===== config.mk =====
export PLATFORM = sky130hd
export DESIGN_NAME = updown_cascade
export DESIGN_NICKNAME = d
export VERILOG_FILES = /design/src/rtl/updown_cascade.sv
export SDC_FILE = /design/constraint.sdc
export NUM_CORES = 1
export LEC_CHECK = 0
export BUFFER_PORTS_ARGS = -buffer_cell sky130_fd_sc_hd__buf_4
export CORE_ASPECT_RATIO = 0.9
export CORE_MARGIN = 1.5
export CORE_UTILIZATION = 54
export DETAILED_ROUTE_END_ITERATION = 7
export PLACE_DENSITY = 0.86
export SYNTH_ARGS = -nofsm -noshare
export SYNTH_HDL_FRONTEND = slang
export SYNTH_SLANG_ARGS = --single-unit

===== constraint.sdc =====
create_clock -name clk -period 2.1 [get_ports clk]
set_input_delay 0.105 -clock clk [delete_from_list [all_inputs] [get_ports clk]]
set_output_delay 0.105 -clock clk [all_outputs]
set_load 0.01 [all_outputs]

===== src/rtl/updown_cascade.sv =====
module updown_cascade #(
  parameter int STAGES = 3
) (
  input  logic                clk,
  input  logic                rst,
  input  logic                up,
  input  logic                binary,
  input  logic                load,
  input  logic [4*STAGES-1:0] jam,
  input  logic                carry_in_n,
  output logic [4*STAGES-1:0] q,
  output logic                carry_out_n
);

  localparam int W = 4 * STAGES;

  logic [STAGES:0] chain_n;
  logic [3:0]      lim;

  assign chain_n[0] = carry_in_n;
  assign lim        = binary ? 4'd15 : 4'd9;

  for (genvar i = 0; i < STAGES; i++) begin : g_digit
    logic [3:0] cnt;
    logic [3:0] nxt;
    logic       en;
    logic       term;

    assign en   = !chain_n[i];
    assign term = up ? (cnt == lim) : (cnt == 4'd0);
    assign chain_n[i+1] = !(en && term);

    always_comb begin
      if (up) nxt = (cnt >= lim) ? 4'd0 : cnt + 4'd1;
      else    nxt = (cnt == 4'd0) ? lim : cnt - 4'd1;
    end

    always_ff @(posedge clk) begin
      if (rst)       cnt <= 4'd0;
      else if (load) cnt <= jam[4*i +: 4];
      else if (en)   cnt <= nxt;
    end

    assign q[4*i +: 4] = cnt;
  end

  assign carry_out_n = chain_n[STAGES];

  logic [W-1:0] unused_w;
  assign unused_w = '0;

endmodule


==> impl_results.rst <==
.. list-table::
   :header-rows: 1

   * - Metric
     - Value
   * - Worst min-delay path category
     - in2reg
   * - Number of flops mapped to enable cells by yosys
     - 0
   * - Clock tree sinks
     - 12
   * - Count of H-tree levels built during CTS
     - 1
   * - Clock-pin slew of the registers on the worst-case setup and hold paths
     - 0.08 ns
   * - Power Dens Cells
     - 476 nW/µm²
   * - Remaining global-route overflow
     - 0
   * - Maximum number of pins on one net before global-route repair
     - 28
   * - Distinct cell type count after synthesis
     - 54
   * - Slowest cell on crit path
     - sky130_fd_sc_hd__or4b_4
   * - Total Wirelength
     - 3700 µm
   * - Standard cell area after detailed placement
     - 1530 µm²
   * - Num ports
     - 31
   * - Setup repair after global routing missed its margin
     - no
   * - Proportion of layout cells with a drive suffix above 1
     - 30.2%
   * - Remaining design rule violation count
     - 0
   * - Leakage
     - 0.718 nW
   * - Quantity of hold-fixing buffers added after cts
     - 0
   * - Clock Skew
     - 0.00471 ns
   * - Post-route minimum period
     - 2.03 ns
   * - CP Launch Type
     - register
   * - CTS tree
     - yes
   * - Endpoint of the worst hold-timing path
     - g_digit[2].cnt[0]
   * - Cell types occupying the most area after synthesis
     - sky130_fd_sc_hd__dfxtp_1, sky130_fd_sc_hd__ha_1, sky130_fd_sc_hd__a21oi_1, sky130_fd_sc_hd__inv_1, sky130_fd_sc_hd__o21ai_0
   * - Regs by FF count
     - g_digit.cnt x12
   * - Worst IR Drop VDD
     - 0.422 mV
   * - Clock latency at the later pin of the worst-skew pair
     - 0.28 ns
   * - Ys flop type
     - sky130_fd_sc_hd__dfxtp_1
   * - Filler cells
     - 192
   * - Num rows
     - 16
   * - List of cells traversed by the critical path
     - inv_2, ha_4, or4b_4, o22ai_2, and2_4, o21ai_0, buf_4
   * - Setup slack on the worst flop-to-flop path
     - 0.15 ns
   * - Number of violations of the max-capacitance limit
     - 0
   * - Final ANT Viol Nets
     - 0
   * - DR WL/cell
     - 16.1 µm
   * - Arr. time, crit path
     - 1.93 ns
   * - Max FO, Critical Path
     - 6
   * - Category of the worst setup path capture point
     - output pin
   * - Clock buffer depth
     - 2
   * - Critical register-to-register path startpoint
     - g_digit[0].cnt[2]
   * - Vias post-DR
     - 1501
   * - Area Overhead vs Synth
     - 21.2%
   * - Top reg by flops
     - g_digit.cnt
   * - Total power after layout
     - 0.000767 W
   * - Number of vias per cell after detailed routing
     - 6.55
   * - R2r endpoint
     - g_digit[0].cnt[2]
   * - Fmax
     - 492 MHz
   * - Max FFs per register
     - 12
   * - Relative max-transition margin
     - 75.9%
   * - Core Region
     - 2240 µm²
   * - Buffer cell driving the clock tree root
     - sky130_fd_sc_hd__clkbuf_4
   * - Number of cell instances on the worst register-to-register path
     - 6
   * - Cell taking the most area after synthesis
     - sky130_fd_sc_hd__dfxtp_1
   * - Hold violation count in the final report
     - 0
   * - Worst Setup Path Type
     - reg2out
   * - Syn Nets
     - 200
   * - Top-area cell type share of the netlist area
     - 18.1%
   * - Total clock buffers created by CTS
     - 3
   * - Floorplan die height
     - 50.1 µm
   * - Detailed-placement wirelength estimate
     - 2550 µm
   * - Initial standard-cell utilization of the core
     - 59.3%
   * - Post-route cell area
     - 1610 µm²
   * - Measured slew at the worst slew-check pin
     - 0.356 ns
   * - Maximum cell stage delay along the critical path
     - 0.49 ns
   * - Number of register bits inferred by synthesis
     - 12
   * - Final standard cell count with taps included and fillers excluded
     - 229
   * - Period Utilization, post-route
     - 96.7%
   * - Net count, final
     - 234
   * - Total GRT Usage
     - 27.0%
   * - Die ar.
     - 2770 µm²
   * - Number of pins exceeding their max-slew limit in the final report
     - 0
   * - Setup_tns
     - 0 ns
   * - Synthesized instance count
     - 170
   * - Wire length of the first global-routing pass
     - 6040 µm
   * - DRT iter0 DRCs
     - 71
   * - Result of the run
     - complete, no violations
   * - Yosys synthesis warning count
     - 0
   * - Launch point of the worst hold path
     - jam[8]
   * - Final count of negative-setup-slack endpoints
     - 0
   * - Die Span X
     - 55.3 µm
   * - FFs w/ async S/R, synth
     - 0%
   * - Hold path cells
     - 3
   * - Diodes inserted
     - 0
   * - Number of global-route vias before repair
     - 1311
   * - Commonest cells after routing, fill and taps aside
     - sky130_fd_sc_hd__buf_4, sky130_fd_sc_hd__inv_1, sky130_fd_sc_hd__a21oi_1
   * - Mean cell area of the mapped netlist
     - 7.82 µm²
   * - Drt pass-1 iters
     - 6
   * - Post-synthesis instance area
     - 1330 µm²
   * - Most common library cell in the layout ignoring fill and taps
     - sky130_fd_sc_hd__buf_4
   * - Worst endpoint required time
     - 2.00 ns
   * - Post-synthesis sequential area ratio
     - 18.1%
   * - RD Place Congestion
     - 0.866
   * - Number of antenna violations at the first check in global routing
     - 0
   * - Count of buffers inserted at the top-level ports
     - 30
   * - Cells after DPL
     - 221
   * - Final standard cell utilization of the core
     - 71.9%
worst max-delay path: cells and delay by family (launching register included):
family / cells / cell delay, ns
and+or+nand+nor: 2 / 0.68
DFF: 1 / 0.36
buffers and inverters: 2 / 0.24
AOI/OAI and AO/OA: 2 / 0.21
adders and majority gates: 1 / 0.15
cell families after synthesis:
kind of cell | synth area share, %
adders and majority gates | 11.3
xor gates and xnor gates | 1.98
buffers and inverters | 11.9
muxes | 2.26
DFF | 18.1
and+or+nand+nor | 19.9
AOI/OAI and AO/OA | 34.6
where the power goes:
group	switching [W]	internal, W	total [W]
clock	0.0000856	0.0000667	0.000152
sequential	0.0000297	0.000248	0.000278
combinational	0.000174	0.000162	0.000337
total	0.000290	0.000477	0.000767
layer usage:
layer  vias up  share of wire, %  global-route usage, %
li1        706                 -                      -
met2        96                46                   42.7
met4         0               3.1                   12.2
met1       681                42                   33.6
met5         -                 0                      0
met3        18               8.8                   8.40
metrics by stage:
| step | worst slack (ns) | hold WS (ns) |
|---|---|---|
| global placement | 0.151 | 0.378 |
| CTS | 0.0283 | 0.0852 |
| finish | 0.0685 | 0.0798 |
| detailed placement | 0.0354 | 0.386 |
| global route | 0.000635 | 0.0888 |
| floorplan | 0.225 | 0.188 |
cells in the mapped netlist, drive strengths merged, types with 4 or more instances:
cell type  instances
nand3              4
buf                5
inv               18
o21ai             12
o21bai             4
ha                12
a21oi             14
nor2              12
dfxtp             12
a221oi             6
nand2              9
cell type report:
class / instances / area [µm²] / area share [%]
Timing Repair Buffer: 39 / 293 / 18.2
Clock buffer: 3 / 22.5 / 1.40
Sequential cell: 12 / 245 / 15.2
Multi-Input combinational cell: 130 / 950 / 58.9
Inverter: 18 / 67.6 / 4.19
Tap cell: 27 / 33.8 / 2.10
worst max path at each step:
stage,startpoint,to,slack (ns)
2_1_floorplan,g_digit[0].cnt[0],g_digit[2].cnt[0],0.22
3_3_place_gp,g_digit[0].cnt[1],g_digit[2].cnt[0],0.15
3_5_place_dp,g_digit[0].cnt[1],g_digit[2].cnt[0],0.04
4_1_cts,g_digit[0].cnt[1],carry_out_n,0.03
5_1_grt,g_digit[0].cnt[1],carry_out_n,0.0006
6_report,g_digit[0].cnt[1],carry_out_n,0.07
what timing repair did:
action                                  in CTS  in global routing
gates resized for setup                      5                  6
endpoints found under the setup margin       1                  2
buffers inserted                             0                  5
cloned                                       0                  0
Power figures use the tool's default switching activity.
